[config.mk]
export PLATFORM = sky130hd
export DESIGN_NAME = pcm_stereo_tx
export DESIGN_NICKNAME = d
export VERILOG_FILES = /design/src/rtl/pcm_tx_pkg.sv /design/src/rtl/pcm_bclk_gen.sv /design/src/rtl/pcm_slave_edges.sv /design/src/rtl/pcm_frame_ctrl.sv /design/src/rtl/pcm_pair_shifter.sv /design/src/rtl/pcm_stereo_tx.sv
export SDC_FILE = /design/constraint.sdc
export NUM_CORES = 1
export LEC_CHECK = 0
export BUFFER_PORTS_ARGS = -buffer_cell sky130_fd_sc_hd__buf_2
export CAP_MARGIN = 0
export CORE_MARGIN = 3
export CORE_UTILIZATION = 56
export CTS_BUF_LIST = sky130_fd_sc_hd__clkbuf_8
export DETAILED_ROUTE_END_ITERATION = 8
export GPL_TIMING_DRIVEN = 0
export PLACE_DENSITY = 0.91
export SETUP_SLACK_MARGIN = 0.3
export SYNTH_ARGS = -nofsm -noshare
export SYNTH_HDL_FRONTEND = slang
export SYNTH_SLANG_ARGS = --single-unit
[constraint.sdc]
create_clock -name clk -period 2.4 [get_ports clk]
set_clock_uncertainty 0.2 [all_clocks]
set_input_delay 0.24 -clock clk [delete_from_list [all_inputs] [get_ports clk]]
set_output_delay 0.24 -clock clk [all_outputs]
set_load 0.01 [all_outputs]
[src/rtl/pcm_tx_pkg.sv]
// Package: shared sample and pair types for the stereo PCM serializer.
// Assumes two's complement samples of a fixed width on both channels.
package pcm_tx_pkg;
    localparam int PCM_SAMPLE_W = 16;

    typedef logic [PCM_SAMPLE_W-1:0] pcm_sample_t;

    typedef struct packed {
        pcm_sample_t left;
        pcm_sample_t right;
    } pcm_pair_t;
endpackage

[src/rtl/pcm_bclk_gen.sv]
// Module: master bit-clock divider.
// Toggles the bit clock every HALF_DIV system clocks while enabled.
// Reports, one cycle ahead as a comb strobe, the edge at which the clock
// rises or falls. Assumes HALF_DIV >= 1. Held low when disabled.
module pcm_bclk_gen #(
    parameter int HALF_DIV = 4
) (
    input  logic clk,
    input  logic rst_n,
    input  logic en,
    output logic bclk,
    output logic rise,
    output logic fall
);
    localparam int CW = (HALF_DIV > 1) ? $clog2(HALF_DIV) : 1;
    localparam logic [CW-1:0] LAST_C = CW'(HALF_DIV - 1);

    logic [CW-1:0] cnt_q;
    logic          bclk_q;
    logic          wrap;

    // Purpose: flag the cycle in which the divider wraps and the clock toggles.
    always_comb begin
        wrap = en && (cnt_q == LAST_C);
        rise = wrap && !bclk_q;
        fall = wrap && bclk_q;
    end

    // Purpose: count system clocks and toggle the bit clock on wrap.
    always_ff @(posedge clk) begin
        if (!rst_n || !en) begin
            cnt_q  <= '0;
            bclk_q <= 1'b0;
        end else if (wrap) begin
            cnt_q  <= '0;
            bclk_q <= ~bclk_q;
        end else begin
            cnt_q  <= cnt_q + 1'b1;
        end
    end

    assign bclk = bclk_q;

    AST_BCLK_HOLDS: assert property (@(posedge clk) disable iff (!rst_n)
        (en && cnt_q != '0) |-> $stable(bclk_q));
endmodule

[src/rtl/pcm_slave_edges.sv]
// Module: synchronizer and edge detector for the external clock and sync.
// Assumes the external bit clock is much slower than the system clock:
// at least four system clocks per half period.
module pcm_slave_edges (
    input  logic clk,
    input  logic rst_n,
    input  logic ext_bclk,
    input  logic ext_fsync,
    output logic rise,
    output logic fall,
    output logic sync_at_fall
);
    logic [2:0] bclk_sh_q;
    logic [1:0] sync_sh_q;

    // Purpose: double-register the external pins and keep one extra clock stage.
    always_ff @(posedge clk) begin
        if (!rst_n) begin
            bclk_sh_q <= '0;
            sync_sh_q <= '0;
        end else begin
            bclk_sh_q <= {bclk_sh_q[1:0], ext_bclk};
            sync_sh_q <= {sync_sh_q[0], ext_fsync};
        end
    end

    // Purpose: decode edges from the two oldest bit-clock stages.
    always_comb begin
        rise         = bclk_sh_q[1] && !bclk_sh_q[2];
        fall         = !bclk_sh_q[1] && bclk_sh_q[2];
        sync_at_fall = sync_sh_q[1];
    end
endmodule

[src/rtl/pcm_frame_ctrl.sv]
// Module: frame sequencing.
// In master mode it counts bit periods and drives a one-bit sync before
// each frame. In slave mode it arms on a sync sampled at a falling edge and
// starts the frame at the next rising edge. It issues load and shift strobes
// to the shifter. Assumes rise and fall strobes are never both high.
module pcm_frame_ctrl #(
    parameter int FRAME_BITS = 32
) (
    input  logic clk,
    input  logic rst_n,
    input  logic master,
    input  logic rise,
    input  logic fall,
    input  logic sync_at_fall,
    output logic load,
    output logic shift,
    output logic fsync,
    output logic locked
);
    localparam int CW = $clog2(FRAME_BITS);
    localparam logic [CW-1:0] LAST_C = CW'(FRAME_BITS - 1);
    localparam logic [CW-1:0] PRE_C  = CW'(FRAME_BITS - 2);

    logic [CW-1:0] bitcnt_q;
    logic [CW-1:0] bitcnt_nx;
    logic          fsync_q;
    logic          armed_q;
    logic          locked_q;

    // Purpose: pick frame start versus plain shift for this rising edge.
    always_comb begin
        bitcnt_nx = (bitcnt_q == LAST_C) ? '0 : bitcnt_q + 1'b1;
        load      = rise && (master ? (bitcnt_q == LAST_C) : armed_q);
        shift     = rise && !load;
    end

    // Purpose: master bit position, preset so the first rise issues the sync.
    always_ff @(posedge clk) begin
        if (!rst_n) begin
            bitcnt_q <= PRE_C;
        end else if (master && rise) begin
            bitcnt_q <= bitcnt_nx;
        end
    end

    // Purpose: master sync, high during the last bit period of each frame.
    always_ff @(posedge clk) begin
        if (!rst_n || !master) begin
            fsync_q <= 1'b0;
        end else if (rise) begin
            fsync_q <= (bitcnt_nx == LAST_C);
        end
    end

    // Purpose: slave arming on a sync seen at a falling edge, and first-lock flag.
    always_ff @(posedge clk) begin
        if (!rst_n || master) begin
            armed_q  <= 1'b0;
            locked_q <= 1'b0;
        end else begin
            if (fall && sync_at_fall) begin
                armed_q <= 1'b1;
            end else if (load) begin
                armed_q <= 1'b0;
            end
            if (load) begin
                locked_q <= 1'b1;
            end
        end
    end

    assign fsync  = fsync_q;
    assign locked = locked_q;

    AST_FSYNC_ONE_BIT: assert property (@(posedge clk) disable iff (!rst_n)
        (master && fsync_q && rise) |=> !fsync_q);
    AST_FSYNC_ON_RISE: assert property (@(posedge clk) disable iff (!rst_n)
        $rose(fsync_q) |-> $past(rise));
    AST_FRAME_AFTER_SYNC: assert property (@(posedge clk) disable iff (!rst_n)
        (master && load) |-> fsync_q);
endmodule

[src/rtl/pcm_pair_shifter.sv]
// Module: sample holding register and the 32-bit output shift register.
// Takes the held pair on load, or repeats the current pair and flags an
// underrun. Shifts MSB first on each shift strobe.
// Assumes load and shift are never both high.
module pcm_pair_shifter
    import pcm_tx_pkg::*;
(
    input  logic        clk,
    input  logic        rst_n,
    input  logic        pair_valid,
    input  pcm_sample_t left_in,
    input  pcm_sample_t right_in,
    input  logic        load,
    input  logic        shift,
    output logic        ser_out,
    output logic        underrun
);
    localparam int FW = 2 * PCM_SAMPLE_W;

    pcm_pair_t      hold_q;
    logic           hold_full_q;
    pcm_pair_t      cur_q;
    logic [FW-1:0]  shreg_q;
    logic           under_q;

    // Purpose: keep the newest written pair until a frame boundary takes it.
    always_ff @(posedge clk) begin
        if (!rst_n) begin
            hold_q      <= '0;
            hold_full_q <= 1'b0;
        end else if (pair_valid) begin
            hold_q      <= '{left: left_in, right: right_in};
            hold_full_q <= 1'b1;
        end else if (load) begin
            hold_full_q <= 1'b0;
        end
    end

    // Purpose: load the frame word at a boundary, else shift MSB first.
    always_ff @(posedge clk) begin
        if (!rst_n) begin
            cur_q   <= '0;
            shreg_q <= '0;
            under_q <= 1'b0;
        end else if (load) begin
            if (hold_full_q) begin
                cur_q   <= hold_q;
                shreg_q <= hold_q;
                under_q <= 1'b0;
            end else begin
                shreg_q <= cur_q;
                under_q <= 1'b1;
            end
        end else if (shift) begin
            shreg_q <= {shreg_q[FW-2:0], 1'b0};
        end
    end

    assign ser_out  = shreg_q[FW-1];
    assign underrun = under_q;

    AST_NO_LOAD_SHIFT: assert property (@(posedge clk) disable iff (!rst_n)
        !(load && shift));
    AST_UNDERRUN_REPEATS: assert property (@(posedge clk) disable iff (!rst_n)
        (load && !hold_full_q) |=> (under_q && shreg_q == cur_q));
    AST_FRESH_CLEARS: assert property (@(posedge clk) disable iff (!rst_n)
        (load && hold_full_q) |=> !under_q);
endmodule

[src/rtl/pcm_stereo_tx.sv]
// Module: top of the stereo PCM output serializer.
// Selects generated or external timing, sequences 32-bit frames and
// serializes one left/right pair per frame. ser_in is accepted only so the
// port is complete; it drives nothing. master_mode is expected to change only
// while rst_n is low.
module pcm_stereo_tx
    import pcm_tx_pkg::*;
#(
    parameter int HALF_DIV = 4
) (
    input  logic                    clk,
    input  logic                    rst_n,
    input  logic                    master_mode,
    input  logic                    ext_bclk,
    input  logic                    ext_fsync,
    input  logic                    ser_in,
    input  logic                    pair_valid,
    input  logic [PCM_SAMPLE_W-1:0] left_in,
    input  logic [PCM_SAMPLE_W-1:0] right_in,
    output logic                    bclk_out,
    output logic                    fsync_out,
    output logic                    ser_out,
    output logic                    underrun
);
    localparam int FRAME_BITS = 2 * PCM_SAMPLE_W;

    logic gen_bclk, gen_rise, gen_fall;
    logic ext_rise, ext_fall, ext_sync;
    logic rise_sel, fall_sel;
    logic load, shift, fsync_int, locked;

    pcm_bclk_gen #(.HALF_DIV(HALF_DIV)) u_bclk (
        .clk(clk), .rst_n(rst_n), .en(master_mode),
        .bclk(gen_bclk), .rise(gen_rise), .fall(gen_fall)
    );

    pcm_slave_edges u_edges (
        .clk(clk), .rst_n(rst_n), .ext_bclk(ext_bclk), .ext_fsync(ext_fsync),
        .rise(ext_rise), .fall(ext_fall), .sync_at_fall(ext_sync)
    );

    // Purpose: route the timing source selected by the mode pin.
    always_comb begin
        rise_sel = master_mode ? gen_rise : ext_rise;
        fall_sel = master_mode ? gen_fall : ext_fall;
    end

    pcm_frame_ctrl #(.FRAME_BITS(FRAME_BITS)) u_frame (
        .clk(clk), .rst_n(rst_n), .master(master_mode),
        .rise(rise_sel), .fall(fall_sel), .sync_at_fall(ext_sync),
        .load(load), .shift(shift), .fsync(fsync_int), .locked(locked)
    );

    pcm_pair_shifter u_shift (
        .clk(clk), .rst_n(rst_n), .pair_valid(pair_valid),
        .left_in(left_in), .right_in(right_in),
        .load(load), .shift(shift), .ser_out(ser_out), .underrun(underrun)
    );

    assign bclk_out  = master_mode ? gen_bclk : 1'b0;
    assign fsync_out = fsync_int;

    AST_SLAVE_PINS_LOW: assert property (@(posedge clk) disable iff (!rst_n)
        !master_mode |-> (!bclk_out && !fsync_out));
    AST_QUIET_BEFORE_LOCK: assert property (@(posedge clk) disable iff (!rst_n)
        (!master_mode && !locked) |-> !ser_out);
    AST_SER_IN_IGNORED: assert property (@(posedge clk) disable iff (!rst_n)
        (!rise_sel && !$stable(ser_in)) |=> $stable(ser_out));
    AST_OUT_AFTER_RISE: assert property (@(posedge clk) disable iff (!rst_n)
        !$stable(ser_out) |-> $past(rise_sel));
endmodule

==> results.toml <==
[yosys]
netlist_instances = 500
synth.distinct_cells = 37
ys_warn_count = 0
synthesis.area_um2 = 4910
ys_ff_latch = 113
synth.net_count = 543
yosysSeqAreaShare = 0.461
avgSynthCellArea_um2 = 9.82

[floorplanning]
die_y_um = 99.6
num_rows = 33
dieWidth_um = 99.6
core_area_um2 = 8380
die-area_um2 = 9930
ios = 43
initial_core_util = 0.586

[cts]
cts_tree = "done"
cts_root_buffer = "clkbuf_8"
htree_levels = 4
cts.path.max_buffers = 2
clk_pin_slew_ps = 60
clk_latency_ps = 430
clkSinkCount = 113
cts_made_buffers = 17

[final_layout]
filler_cell_count = 516
diodes = 0
drive_gt1_frac = 0.213
layout_commonest_cell = "dfxtp_1"
final_cell_mix = "111 x dfxtp_1, 94 x nand2_1, 66 x mux2i_1"
nets = 651
area_growth_pct = 29.6

[sta]
finalCritPeriodShare = 0.920
hold_viol = 0
slew_headroom = 0.661
drv_slew = 0
max_freq_ghz = 0.453
worst-slew-pin-transition_ps = 509
setup_viol = 0
period_needed_ps = 2210
tns_ps = 0
rsz0062_at_grt = "true"

[detailed_routing]
ant_nets = 0
drc = 0
wl_met1_mm = 4.92
wirelength_mm = 12.0
drt_pass1_iterations = 6
dr.max_layer_used = "met4"
vias_per_cell = 5.65
wl_met3_um = 699
routedWlPerCell_um = 16.6
vias = 4096
wl_met2_mm = 6.14
drt_first_iter_violations = 198

[run_status]
status = "completed"

[power]
p_per_area_nw_per_um2 = 680
power.total_mw = 4.33
p_leak_nw = 2.88
ir_drop_mv = 0.516

[critical_path]
cp-end-kind = "register"
worstSetupPathType = "register to register"
crit_path_start_kind = "register"
cp_max_fo = 10
arrival_ps = 2330
crit_required_ps = 2520

[grt]
grt_pass1_wl_mm = 19.5
grt_pass1_vias = 4127
grt_use_total = 0.247
grt_max_degree = 17
antenna_found_initial = 0
grt_overflow = 0

[job]
max_cap_viol_count = 0

[placed_design]
dp_hpwl_mm = 6.83
gp_congestion = 0.818
port_buffers = 38

[worst_hold_path]
min_path_type = "primary input to register"
per-layer routing:
metal  up-vias  global-route usage
li1       1963                   -
met1      1951               0.288
met2       149               0.425
met3        33              0.0827
met4         0              0.0872
met5         -                   0
what timing repair did:
action,CTS,global route
cloned,5,2
pin swaps,5,29
hold buffers,35,0
setup endpoints to repair,63,63
gates resized for setup,28,10
buffers inserted,7,2
endpoints found under the hold margin,39,0
cells by family after synthesis:
logic type / after synthesis / share of synthesized area
XOR/XNOR: 2 / 0.00357
flip-flops: 113 / 0.461
AND/OR/NAND/NOR: 164 / 0.159
buffers and inverters: 46 / 0.0538
multiplexers: 68 / 0.140
adder cells (fa/ha/maj): 4 / 0.0102
AO/OA/AOI/OAI: 103 / 0.173
area by class of cell:
class | instances | area [µm²] | area share
flip-flops and latches | 113 | 2270 | 0.357
plain buffers | 43 | 310 | 0.0488
clock buffers | 21 | 289 | 0.0454
clock inverters | 10 | 180 | 0.0283
multi-input cells | 341 | 2430 | 0.382
repair buffers | 89 | 741 | 0.116
inverters | 3 | 11.3 | 0.00177
well taps | 105 | 131 | 0.0206
where the power goes:
group	switching [mW]	internal, mW	leakage [nW]
sequential	0.0218	1.91	0.919
clock	0.773	1.34	0.234
combinational	0.136	0.150	1.73
total	0.931	3.40	2.88
critical path, stage by stage, from the launching register on:
cell     delay (ps)
dfxtp_4         350
ha_4            150
and3_4          180
ha_4            150
mux2_4          270
buf_6           120
o21a_4          150
buf_8           160
buf_6           140
o211a_1         210
worst paths after layout:
check                                   start                               to  slack, ps  depth (start not counted)
max          u_frame.bitcnt_q[0]$_SDFFE_PN0P_    u_shift.cur_q[5]$_SDFFE_PN0P_        190                          9
max reg2reg  u_frame.bitcnt_q[0]$_SDFFE_PN0P_    u_shift.cur_q[5]$_SDFFE_PN0P_        190                          9
min reg2reg        u_bclk.cnt_q[0]$_SDFF_PP0_       u_bclk.cnt_q[0]$_SDFF_PP0_        240                          1
min                                     rst_n  u_shift.shreg_q[3]$_SDFFE_PN0P_         20                          2
sequential cells by signal (all words and copies together), names as in the netlist, 2 cells and up:
register           cells
u_shift.cur_q         32
u_shift.hold_q        32
u_shift.shreg_q       32
u_frame.bitcnt_q       5
u_edges.bclk_sh_q      3
u_bclk.cnt_q           2
u_edges.sync_sh_q      2
stage by stage:
step,util,instance area [µm²],hold slack (ps),worst slack [ps],instances
CTS,0.749,6280,5.30,238,721
floorplan,-,4940,167,305,500
finish,0.759,6360,19.6,191,725
global placement,0.628,5270,212,233,643
global route,0.759,6360,20.7,155,725
detailed placement,0.628,5270,218,193,643
cell usage after synthesis:
master	instances	area share
nor2b_1	35	0.045
xnor2_1	1	0.0018
ha_1	4	0.010
o211ai_1	33	0.050
nand3_1	4	0.0041
a22oi_1	1	0.0015
o21a_4	1	0.0031
and3b_1	1	0.0018
nand2_1	101	0.077
buf_6	9	0.021
nor2_1	4	0.0031
clkbuf_1	18	0.014
nor3b_2	1	0.0025
o211a_1	31	0.063
nand3b_1	1	0.0015
nor2_4	1	0.0023
xor2_1	1	0.0018
and3_1	1	0.0013
mux2_4	1	0.0031
a21boi_1	32	0.049
nor3b_1	2	0.0031
o21ai_0	2	0.0020
or2_1	1	0.0013
buf_1	3	0.0023
inv_1	3	0.0023
o21a_1	2	0.0031
buf_2	10	0.010
mux2i_1	66	0.13
or4b_1	1	0.0020
dfxtp_1	113	0.46
and2_1	7	0.0089
nor3_1	2	0.0020
nand4b_1	1	0.0018
mux2_2	1	0.0023
buf_4	3	0.0046
a21oi_1	1	0.0010
or3_1	1	0.0013
Power figures use the tool's default switching activity.
